### src/rtl/mdio_pkg.sv
package mdio_pkg;

    localparam int ADDR_W     = 5;
    localparam int DATA_W     = 16;
    localparam int PRE_LEN    = 32;
    localparam int HDR_LEN    = 4 + 2 * ADDR_W;
    localparam int TA_LEN     = 2;
    localparam int BODY_LEN   = HDR_LEN + TA_LEN + DATA_W;
    localparam int FRAME_BITS = PRE_LEN + BODY_LEN;
    localparam int CNT_W      = $clog2(FRAME_BITS);

    localparam logic [1:0] START_CODE = 2'b01;
    localparam logic [1:0] OP_READ    = 2'b10;
    localparam logic [1:0] OP_WRITE   = 2'b01;
    localparam logic [1:0] TA_WRITE   = 2'b10;

    typedef enum logic [2:0] {
        ST_QUIET,
        ST_IDLE,
        ST_PRE,
        ST_HDR,
        ST_TURN,
        ST_DATA
    } mdio_state_e;

endpackage

### src/rtl/mdio_clkgen.sv
module mdio_clkgen #(
    parameter int DIV_W    = 8,
    parameter int MIN_HALF = 2
) (
    input  logic             clk,
    input  logic             rst_n,
    input  logic             run,
    input  logic [DIV_W-1:0] half_i,
    output logic [DIV_W-1:0] eff_half_o,
    output logic             mdc_o,
    output logic             rise_o,
    output logic             fall_o
);

    localparam logic [DIV_W-1:0] MIN_H = DIV_W'(MIN_HALF);

    logic [DIV_W-1:0] cnt_q;
    logic             mdc_q;
    logic             terminal;

    always_comb begin
        eff_half_o = (half_i < MIN_H) ? MIN_H : half_i;
        terminal   = (cnt_q == eff_half_o - 1'b1);
        rise_o     = run && terminal && !mdc_q;
        fall_o     = run && terminal && mdc_q;
        mdc_o      = mdc_q;
    end

    always_ff @(posedge clk or negedge rst_n) begin
        if (!rst_n) begin
            cnt_q <= '0;
            mdc_q <= 1'b0;
        end else if (!run) begin
            cnt_q <= '0;
            mdc_q <= 1'b0;
        end else if (terminal) begin
            cnt_q <= '0;
            mdc_q <= ~mdc_q;
        end else begin
            cnt_q <= cnt_q + 1'b1;
        end
    end

    // an edge never follows the previous edge on the next clock when MIN_HALF >= 2
    p_no_back_to_back_r2: assert property (@(posedge clk) disable iff (!rst_n)
        (MIN_HALF >= 2 && run && $rose(mdc_q)) |=> !$fell(mdc_q));

endmodule

### src/rtl/mdio_frame_fsm.sv
module mdio_frame_fsm
    import mdio_pkg::*;
#(
    parameter int DIV_W = 8
) (
    input  logic              clk,
    input  logic              rst_n,
    input  logic [DIV_W-1:0]  cfg_half,
    input  logic [DIV_W-1:0]  eff_half,
    input  logic              cmd_valid,
    output logic              cmd_ready,
    input  logic              cmd_read,
    input  logic [ADDR_W-1:0] cmd_phy,
    input  logic [ADDR_W-1:0] cmd_reg,
    input  logic [DATA_W-1:0] cmd_wdata,
    input  logic              rise_i,
    input  logic              fall_i,
    output logic              run_o,
    output logic [DIV_W-1:0]  half_o,
    input  logic              mdio_i,
    output logic              mdio_o,
    output logic              mdio_oe,
    output logic              rsp_valid,
    output logic              rsp_err,
    output logic [DATA_W-1:0] rsp_data
);

    localparam logic [CNT_W-1:0] LAST_PRE  = CNT_W'(PRE_LEN - 1);
    localparam logic [CNT_W-1:0] LAST_HDR  = CNT_W'(PRE_LEN + HDR_LEN - 1);
    localparam logic [CNT_W-1:0] LAST_TA   = CNT_W'(PRE_LEN + HDR_LEN + TA_LEN - 1);
    localparam logic [CNT_W-1:0] LAST_BIT  = CNT_W'(FRAME_BITS - 1);
    localparam logic [CNT_W-1:0] FIRST_BODY = CNT_W'(PRE_LEN);

    mdio_state_e          state, nxt;
    logic [CNT_W-1:0]     bitcnt;
    logic [BODY_LEN-1:0]  frame;
    logic                 is_read;
    logic                 ta_bad;
    logic [DATA_W-1:0]    rd_sr;
    logic [DIV_W-1:0]     half_q;
    logic [DIV_W:0]       qcnt;
    logic [DIV_W:0]       quiet_lim;

    logic                 accept;
    logic                 busy;
    logic [CNT_W-1:0]     bitcnt_nxt;
    logic [BODY_LEN-1:0]  frame_nxt;
    logic                 drive_nxt;

    always_comb begin
        busy       = (state == ST_PRE) || (state == ST_HDR) ||
                     (state == ST_TURN) || (state == ST_DATA);
        cmd_ready  = (state == ST_IDLE);
        accept     = cmd_valid && cmd_ready;
        run_o      = busy;
        half_o     = half_q;
        quiet_lim  = {eff_half, 1'b0} - 1'b1;
        bitcnt_nxt = bitcnt + 1'b1;
        frame_nxt  = (bitcnt >= FIRST_BODY) ? (frame << 1) : frame;
    end

    // next-state logic
    always_comb begin
        nxt = state;
        unique case (state)
            ST_QUIET: if (qcnt >= quiet_lim)             nxt = ST_IDLE;
            ST_IDLE:  if (accept)                        nxt = ST_PRE;
            ST_PRE:   if (fall_i && bitcnt == LAST_PRE)  nxt = ST_HDR;
            ST_HDR:   if (fall_i && bitcnt == LAST_HDR)  nxt = ST_TURN;
            ST_TURN:  if (fall_i && bitcnt == LAST_TA)   nxt = ST_DATA;
            ST_DATA:  if (fall_i && bitcnt == LAST_BIT)  nxt = ST_IDLE;
            default:                                     nxt = ST_IDLE;
        endcase
        drive_nxt = (nxt == ST_PRE) || (nxt == ST_HDR) || !is_read;
    end

    // state register and frame datapath
    always_ff @(posedge clk or negedge rst_n) begin
        if (!rst_n) begin
            state   <= ST_QUIET;
            bitcnt  <= '0;
            frame   <= '0;
            is_read <= 1'b0;
            ta_bad  <= 1'b0;
            rd_sr   <= '0;
            half_q  <= '0;
            qcnt    <= '0;
        end else begin
            state <= nxt;
            if (state == ST_QUIET || state == ST_IDLE) begin
                half_q <= cfg_half;
            end
            if (state == ST_QUIET) begin
                qcnt <= qcnt + 1'b1;
            end
            if (accept) begin
                bitcnt  <= '0;
                is_read <= cmd_read;
                ta_bad  <= 1'b0;
                rd_sr   <= '0;
                frame   <= {START_CODE, (cmd_read ? OP_READ : OP_WRITE), cmd_phy, cmd_reg,
                            (cmd_read ? 2'b11 : TA_WRITE),
                            (cmd_read ? {DATA_W{1'b1}} : cmd_wdata)};
            end else if (busy && fall_i) begin
                bitcnt <= bitcnt_nxt;
                frame  <= frame_nxt;
            end
            if (busy && rise_i && is_read) begin
                if (state == ST_TURN && bitcnt == LAST_TA) begin
                    ta_bad <= mdio_i;
                end
                if (state == ST_DATA) begin
                    rd_sr <= {rd_sr[DATA_W-2:0], mdio_i};
                end
            end
        end
    end

    // output register
    always_ff @(posedge clk or negedge rst_n) begin
        if (!rst_n) begin
            mdio_o    <= 1'b1;
            mdio_oe   <= 1'b0;
            rsp_valid <= 1'b0;
            rsp_err   <= 1'b0;
            rsp_data  <= '0;
        end else begin
            rsp_valid <= 1'b0;
            if (accept) begin
                mdio_o  <= 1'b1;
                mdio_oe <= 1'b1;
            end else if (busy && fall_i) begin
                if (nxt == ST_IDLE) begin
                    mdio_o    <= 1'b1;
                    mdio_oe   <= 1'b0;
                    rsp_valid <= 1'b1;
                    rsp_err   <= is_read && ta_bad;
                    rsp_data  <= (is_read && !ta_bad) ? rd_sr : '0;
                end else begin
                    mdio_o  <= (bitcnt_nxt < FIRST_BODY) ? 1'b1 : frame_nxt[BODY_LEN-1];
                    mdio_oe <= drive_nxt;
                end
            end
        end
    end

    p_release_in_read_r7: assert property (@(posedge clk) disable iff (!rst_n)
        ((state == ST_TURN || state == ST_DATA) && is_read) |-> !mdio_oe);

    p_out_on_fall_r9: assert property (@(posedge clk) disable iff (!rst_n)
        (state != ST_IDLE && !fall_i) |=> ($stable(mdio_o) && $stable(mdio_oe)));

    p_single_pulse_r11: assert property (@(posedge clk) disable iff (!rst_n)
        rsp_valid |=> !rsp_valid);

    p_err_no_data_r10: assert property (@(posedge clk) disable iff (!rst_n)
        (rsp_valid && rsp_err) |-> (rsp_data == '0));

endmodule

### src/rtl/mdio_master.sv
module mdio_master
    import mdio_pkg::*;
#(
    parameter int DIV_W    = 8,
    parameter int MIN_HALF = 2
) (
    input  logic              clk,
    input  logic              rst_n,
    input  logic [DIV_W-1:0]  cfg_half,
    input  logic              cmd_valid,
    output logic              cmd_ready,
    input  logic              cmd_read,
    input  logic [ADDR_W-1:0] cmd_phy,
    input  logic [ADDR_W-1:0] cmd_reg,
    input  logic [DATA_W-1:0] cmd_wdata,
    output logic              rsp_valid,
    output logic              rsp_err,
    output logic [DATA_W-1:0] rsp_data,
    output logic              mdc,
    output logic              mdio_o,
    output logic              mdio_oe,
    input  logic              mdio_i
);

    logic             run;
    logic             rise;
    logic             fall;
    logic [DIV_W-1:0] half;
    logic [DIV_W-1:0] eff_half;

    mdio_clkgen #(.DIV_W(DIV_W), .MIN_HALF(MIN_HALF)) u_clk (
        .clk        (clk),
        .rst_n      (rst_n),
        .run        (run),
        .half_i     (half),
        .eff_half_o (eff_half),
        .mdc_o      (mdc),
        .rise_o     (rise),
        .fall_o     (fall)
    );

    mdio_frame_fsm #(.DIV_W(DIV_W)) u_fsm (
        .clk       (clk),
        .rst_n     (rst_n),
        .cfg_half  (cfg_half),
        .eff_half  (eff_half),
        .cmd_valid (cmd_valid),
        .cmd_ready (cmd_ready),
        .cmd_read  (cmd_read),
        .cmd_phy   (cmd_phy),
        .cmd_reg   (cmd_reg),
        .cmd_wdata (cmd_wdata),
        .rise_i    (rise),
        .fall_i    (fall),
        .run_o     (run),
        .half_o    (half),
        .mdio_i    (mdio_i),
        .mdio_o    (mdio_o),
        .mdio_oe   (mdio_oe),
        .rsp_valid (rsp_valid),
        .rsp_err   (rsp_err),
        .rsp_data  (rsp_data)
    );

    // the bus is parked whenever a command could be taken
    p_idle_bus_parked_r3: assert property (@(posedge clk) disable iff (!rst_n)
        cmd_ready |-> (!mdc && !mdio_oe));

endmodule

### config.mk
export PLATFORM = sky130hd
export DESIGN_NAME = mdio_master
export DESIGN_NICKNAME = d
export VERILOG_FILES = /design/src/rtl/mdio_pkg.sv /design/src/rtl/mdio_clkgen.sv /design/src/rtl/mdio_frame_fsm.sv /design/src/rtl/mdio_master.sv
export SDC_FILE = /design/constraint.sdc
export NUM_CORES = 1
export LEC_CHECK = 0
export BUFFER_PORTS_ARGS = -buffer_cell sky130_fd_sc_hd__buf_2
export CORE_UTILIZATION = 35
export CTS_CLUSTER_DIAMETER = 60
export CTS_CLUSTER_SIZE = 14
export DETAILED_ROUTE_END_ITERATION = 16
export HOLD_SLACK_MARGIN = 0.02
export PLACE_DENSITY = 0.62
export SETUP_SLACK_MARGIN = 0.02
export SLEW_MARGIN = 15
export SYNTH_ARGS = -nofsm -noshare
export SYNTH_HDL_FRONTEND = slang
export SYNTH_HIERARCHICAL = 1
export SYNTH_SLANG_ARGS = --single-unit
### constraint.sdc
create_clock -name clk -period 5 [get_ports clk]
set_input_delay 0.25 -clock clk [delete_from_list [all_inputs] [get_ports clk]]
set_output_delay 0.25 -clock clk [all_outputs]
set_load 0.005 [all_outputs]
==> run_summary.xml <==
<?xml version="1.0" encoding="UTF-8"?>
<metrics>
  <group name="synthesis">
    <metric name="synth_sequential_area_ratio" unit="">0.497</metric>
    <metric name="synth-main-ff-cell" unit="">sky130_fd_sc_hd__dfrtp_1</metric>
    <metric name="synth_area_per_cell" unit="um^2">9.17</metric>
    <metric name="number_of_synthesized_flops_with_an_enable_pin" unit="">0</metric>
    <metric name="post_synthesis_register_bit_count" unit="">105</metric>
    <metric name="synth-warning-count" unit="">6</metric>
    <metric name="netlist-cell-type-count" unit="">58</metric>
    <metric name="syn-instance-count" unit="">577</metric>
    <metric name="mappedNetlistNets" unit="">631</metric>
    <metric name="synth.cell_area" unit="mm^2">0.00529</metric>
    <metric name="async_reset_ff_frac" unit="">1.00</metric>
  </group>
  <group name="floorplan">
    <metric name="die-width" unit="um">125</metric>
    <metric name="fp.dieH" unit="um">125</metric>
    <metric name="floorplan.rows" unit="">44</metric>
    <metric name="core_area" unit="mm^2">0.0146</metric>
    <metric name="ios" unit="">61</metric>
    <metric name="die_area" unit="mm^2">0.0156</metric>
    <metric name="initial_utilization" unit="">0.362</metric>
  </group>
  <group name="worst_setup_path">
    <metric name="critical_path_peak_fanout" unit="">18</metric>
    <metric name="setup.worst_path.class" unit="">flip-flop to flip-flop</metric>
    <metric name="worst_ep_required_time" unit="ps">5290</metric>
    <metric name="critical-path-slowest-cell" unit="">sky130_fd_sc_hd__or4_4</metric>
    <metric name="number_of_cell_instances_on_the_worst_register_to_register_path" unit="">16</metric>
    <metric name="startpoint_type" unit="">flip-flop</metric>
    <metric name="crit_path_max_incr_delay" unit="ps">600</metric>
    <metric name="worstPathBufferInverterCount" unit="">1</metric>
    <metric name="crit_cells" unit="">16</metric>
    <metric name="worstSetupEndpointType" unit="">flip-flop</metric>
    <metric name="crit_top_cell" unit="">sky130_fd_sc_hd__nand2_1</metric>
    <metric name="critical_path.cell_chain" unit="">or4_4, nor4_4, nand2b_1, ha_1, nor3b_1, nor2_1, o21ai_0, a31oi_1, nor3_2, and3_1, nand2_1, or3_4, or2_2, clkinv_4, nand3_1, nand2_1</metric>
    <metric name="crit_arrival" unit="ps">4830</metric>
    <metric name="worst_path_dominant_cell_family" unit="">simple AND/OR/NAND/NOR gates</metric>
  </group>
  <group name="timing">
    <metric name="finalSetupViolations" unit="">0</metric>
    <metric name="final_min_period_over_clock_period" unit="">0.909</metric>
    <metric name="final.min_clock_period" unit="ps">4540</metric>
    <metric name="finalHoldViolCount" unit="">0</metric>
    <metric name="finalClockSkew" unit="ps">17.5</metric>
    <metric name="rsz0062_at_grt" unit="">no</metric>
    <metric name="slew_headroom" unit="">0.249</metric>
    <metric name="worst_pin_slew" unit="ps">1120</metric>
    <metric name="fmax" unit="MHz">220</metric>
    <metric name="max_slew_violation_count" unit="">0</metric>
    <metric name="final.setup.tns" unit="ps">0</metric>
  </group>
  <group name="global_route">
    <metric name="grt_pass1_vias" unit="">4104</metric>
    <metric name="wire_length_of_the_first_global_routing_pass" unit="mm">19.4</metric>
    <metric name="overflow" unit="">0</metric>
    <metric name="grt_usage" unit="">0.152</metric>
    <metric name="grt_antenna_before_repair" unit="">0</metric>
    <metric name="maximum_number_of_pins_on_one_net_before_global_route_repair" unit="">56</metric>
  </group>
  <group name="clock_network">
    <metric name="cts.repair_timing.setup_buffer_count" unit="">0</metric>
    <metric name="tritoncts.num_buffers" unit="">9</metric>
    <metric name="cts-root-to-sink-buffers" unit="">2</metric>
    <metric name="clk_tree_root_cell" unit="">sky130_fd_sc_hd__clkbuf_16</metric>
    <metric name="cts_num_sinks" unit="">105</metric>
    <metric name="ctsHtreeMaxLevel" unit="">3</metric>
    <metric name="worstSkewPairLatency" unit="ps">360</metric>
    <metric name="cts_tree" unit="">built</metric>
    <metric name="clk_transition_reported_paths" unit="ps">80</metric>
  </group>
  <group name="worst_hold_path">
    <metric name="worst_hold_class" unit="">input pin to flip-flop</metric>
    <metric name="whs_path_depth" unit="">2</metric>
  </group>
  <group name="status">
    <metric name="result_of_the_run" unit="">finished, violations left</metric>
    <metric name="failed_checks" unit="">design-rule violations</metric>
  </group>
  <group name="finish">
    <metric name="area_growth_syn_to_layout" unit="%">13.6</metric>
    <metric name="antennaDiodeCount" unit="">0</metric>
    <metric name="final_std_cell_area_no_fill" unit="mm^2">0.00601</metric>
    <metric name="fraction_of_layout_cells_with_a_size_suffix_above_1" unit="">0.167</metric>
    <metric name="nets" unit="">672</metric>
    <metric name="final.fill_count" unit="">1453</metric>
  </group>
  <group name="route">
    <metric name="routedLengthMet1" unit="mm">5.13</metric>
    <metric name="drc" unit="">6</metric>
    <metric name="via_count" unit="">4150</metric>
    <metric name="route.met3.wl" unit="um">323</metric>
    <metric name="antenna_violating_nets_post_route" unit="">0</metric>
    <metric name="postRouteWirelength" unit="mm">11.1</metric>
    <metric name="drt_first_iter_violations" unit="">314</metric>
    <metric name="routed_via_density" unit="">5.14</metric>
    <metric name="met2_length" unit="mm">5.55</metric>
    <metric name="firstDrtPassIters" unit="">10</metric>
    <metric name="wl_per_cell" unit="um">13.8</metric>
    <metric name="highest_layer" unit="">met4</metric>
  </group>
  <group name="job">
    <metric name="maxCapViolCount" unit="">0</metric>
  </group>
  <group name="placement">
    <metric name="buffer_ports.inserted" unit="">60</metric>
    <metric name="postPlaceCellArea" unit="mm^2">0.00569</metric>
    <metric name="gpl.final_weighted_congestion" unit="">0.849</metric>
    <metric name="place_hpwl" unit="mm">7.57</metric>
  </group>
  <group name="power_and_ir_drop">
    <metric name="cellLeakagePower" unit="nW">2.78</metric>
    <metric name="max-vdd-ir-drop" unit="V">0.000178</metric>
    <metric name="powerDensity" unit="mW/mm^2">508</metric>
  </group>
</metrics>
## area by class of cell
class	instances	area, um^2	area share
sequential	105	2630	0.437
multi-input combinational	426	2450	0.407
timing repair buffer	65	343	0.0570
tap	184	230	0.0383
clock buffer	9	225	0.0374
clock inverter	7	93.8	0.0156
inverter	11	46.3	0.00770
## cells by family (layout without fill, tap and decap cells)
family                   Yosys count  after routing  synth area share
AO/OA/AOI/OAI                     86             86             0.100
buffers and inverters             46             92            0.0416
flip-flops                       105            105             0.497
XOR/XNOR                          34             34            0.0563
multiplexers                      10             10            0.0210
AND/OR/NAND/NOR                  281            281             0.249
adder cells (fa/ha/maj)           15             15            0.0355
## power by group
| group | switching [mW] | total, mW | leakage, nW | internal [mW] |
|---|---|---|---|---|
| clock | 0.359 | 0.721 | 0.154 | 0.362 |
| combinational | 0.448 | 0.858 | 1.36 | 0.411 |
| sequential | 0.340 | 1.47 | 1.27 | 1.13 |
| total | 1.15 | 3.05 | 2.78 | 1.91 |
## state kept, by name (all words and copies together) (netlist names), 3 cells and up
register / count
u_clk/cnt_q: 8
u_fsm/half_o: 8
u_fsm/state: 3
u_fsm/bitcnt: 6
u_fsm/frame: 32
u_fsm/rd_sr: 16
u_fsm/rsp_data: 16
u_fsm/qcnt: 9
## Yosys cell counts, types with 2 or more instances
master	number	share of area
sky130_fd_sc_hd__xnor2_1	19	0.031
sky130_fd_sc_hd__and3_1	7	0.0083
sky130_fd_sc_hd__dfrtp_1	104	0.49
sky130_fd_sc_hd__a221o_1	2	0.0038
sky130_fd_sc_hd__nor4_1	5	0.0059
sky130_fd_sc_hd__xor2_1	15	0.025
sky130_fd_sc_hd__nor2b_1	2	0.0024
sky130_fd_sc_hd__a211oi_1	3	0.0043
sky130_fd_sc_hd__nor2_1	38	0.027
sky130_fd_sc_hd__o21ai_1	2	0.0019
sky130_fd_sc_hd__nand2b_1	4	0.0047
sky130_fd_sc_hd__nor3b_1	2	0.0028
sky130_fd_sc_hd__nor3_2	2	0.0038
sky130_fd_sc_hd__a31oi_1	14	0.017
sky130_fd_sc_hd__nand3_1	56	0.053
sky130_fd_sc_hd__nand2_1	132	0.094
sky130_fd_sc_hd__a211o_1	2	0.0033
sky130_fd_sc_hd__ha_1	15	0.035
sky130_fd_sc_hd__a21oi_1	8	0.0076
sky130_fd_sc_hd__mux2_2	9	0.019
sky130_fd_sc_hd__inv_1	10	0.0071
sky130_fd_sc_hd__a32o_1	2	0.0038
sky130_fd_sc_hd__clkbuf_1	20	0.014
sky130_fd_sc_hd__o31ai_1	4	0.0057
sky130_fd_sc_hd__nand4_1	2	0.0024
sky130_fd_sc_hd__nand3b_1	3	0.0043
sky130_fd_sc_hd__nor3_1	7	0.0066
sky130_fd_sc_hd__or3_1	2	0.0024
sky130_fd_sc_hd__nor2_2	2	0.0024
sky130_fd_sc_hd__buf_2	12	0.011
sky130_fd_sc_hd__and2_1	5	0.0059
sky130_fd_sc_hd__o21ai_0	41	0.039
## through the flow
stage               hold WS (ps)  setup WS [ps]  utilization  cells  power [mW]
floorplan                  -45.6           1110            -    577        2.11
detailed placement           340            374        0.388    790        2.35
global placement             339            594        0.388    790        2.28
finish                       128            456        0.411    807        3.05
CTS                          117            356        0.411    807        3.09
global route                 116           26.4        0.411    807        3.29
## per-layer routing
metal,GRT usage,vias up
li1,-,2049
met1,0.194,2022
met2,0.260,71
met3,0.0261,8
met4,0.0588,0
met5,0,-
## placed cells by master, fill, tap and decap left out, types with 7 or more instances in the layout
| master | netlist | layout |
|---|---|---|
| sky130_fd_sc_hd__a21oi_1 | 8 | 8 |
| sky130_fd_sc_hd__a31oi_1 | 14 | 14 |
| sky130_fd_sc_hd__and3_1 | 7 | 7 |
| sky130_fd_sc_hd__buf_2 | 12 | 59 |
| sky130_fd_sc_hd__clkbuf_16 | 0 | 9 |
| sky130_fd_sc_hd__dfrtp_1 | 104 | 104 |
| sky130_fd_sc_hd__ha_1 | 15 | 15 |
| sky130_fd_sc_hd__inv_1 | 10 | 10 |
| sky130_fd_sc_hd__mux2_2 | 9 | 9 |
| sky130_fd_sc_hd__nand2_1 | 132 | 132 |
| sky130_fd_sc_hd__nand3_1 | 56 | 56 |
| sky130_fd_sc_hd__nor2_1 | 38 | 38 |
| sky130_fd_sc_hd__nor3_1 | 7 | 7 |
| sky130_fd_sc_hd__o21ai_0 | 41 | 41 |
| sky130_fd_sc_hd__xnor2_1 | 19 | 19 |
| sky130_fd_sc_hd__xor2_1 | 15 | 15 |
## worst paths after layout
kind	end	startpoint	slack [ps]
setup / recovery	u_fsm/rsp_data[2]	u_fsm/half_o[5]	460
hold / removal	u_fsm/half_o[3]	cfg_half[3]	130
setup reg to reg	u_fsm/rsp_data[2]	u_fsm/half_o[5]	460
hold reg to reg	u_fsm/rsp_data[4]	u_fsm/rsp_data[4]	460
max in group asynchronous	u_fsm/qcnt[4]	rst_n	3410
min in group asynchronous	u_fsm/frame[10]	rst_n	480
## timing repair
action                                 in CTS  in global routing
setup endpoints to repair                   0                 17
resized for setup                           0                  1
endpoints found under the hold margin      53                  0
hold buffers                                1                  0
Power figures use the tool's default switching activity.
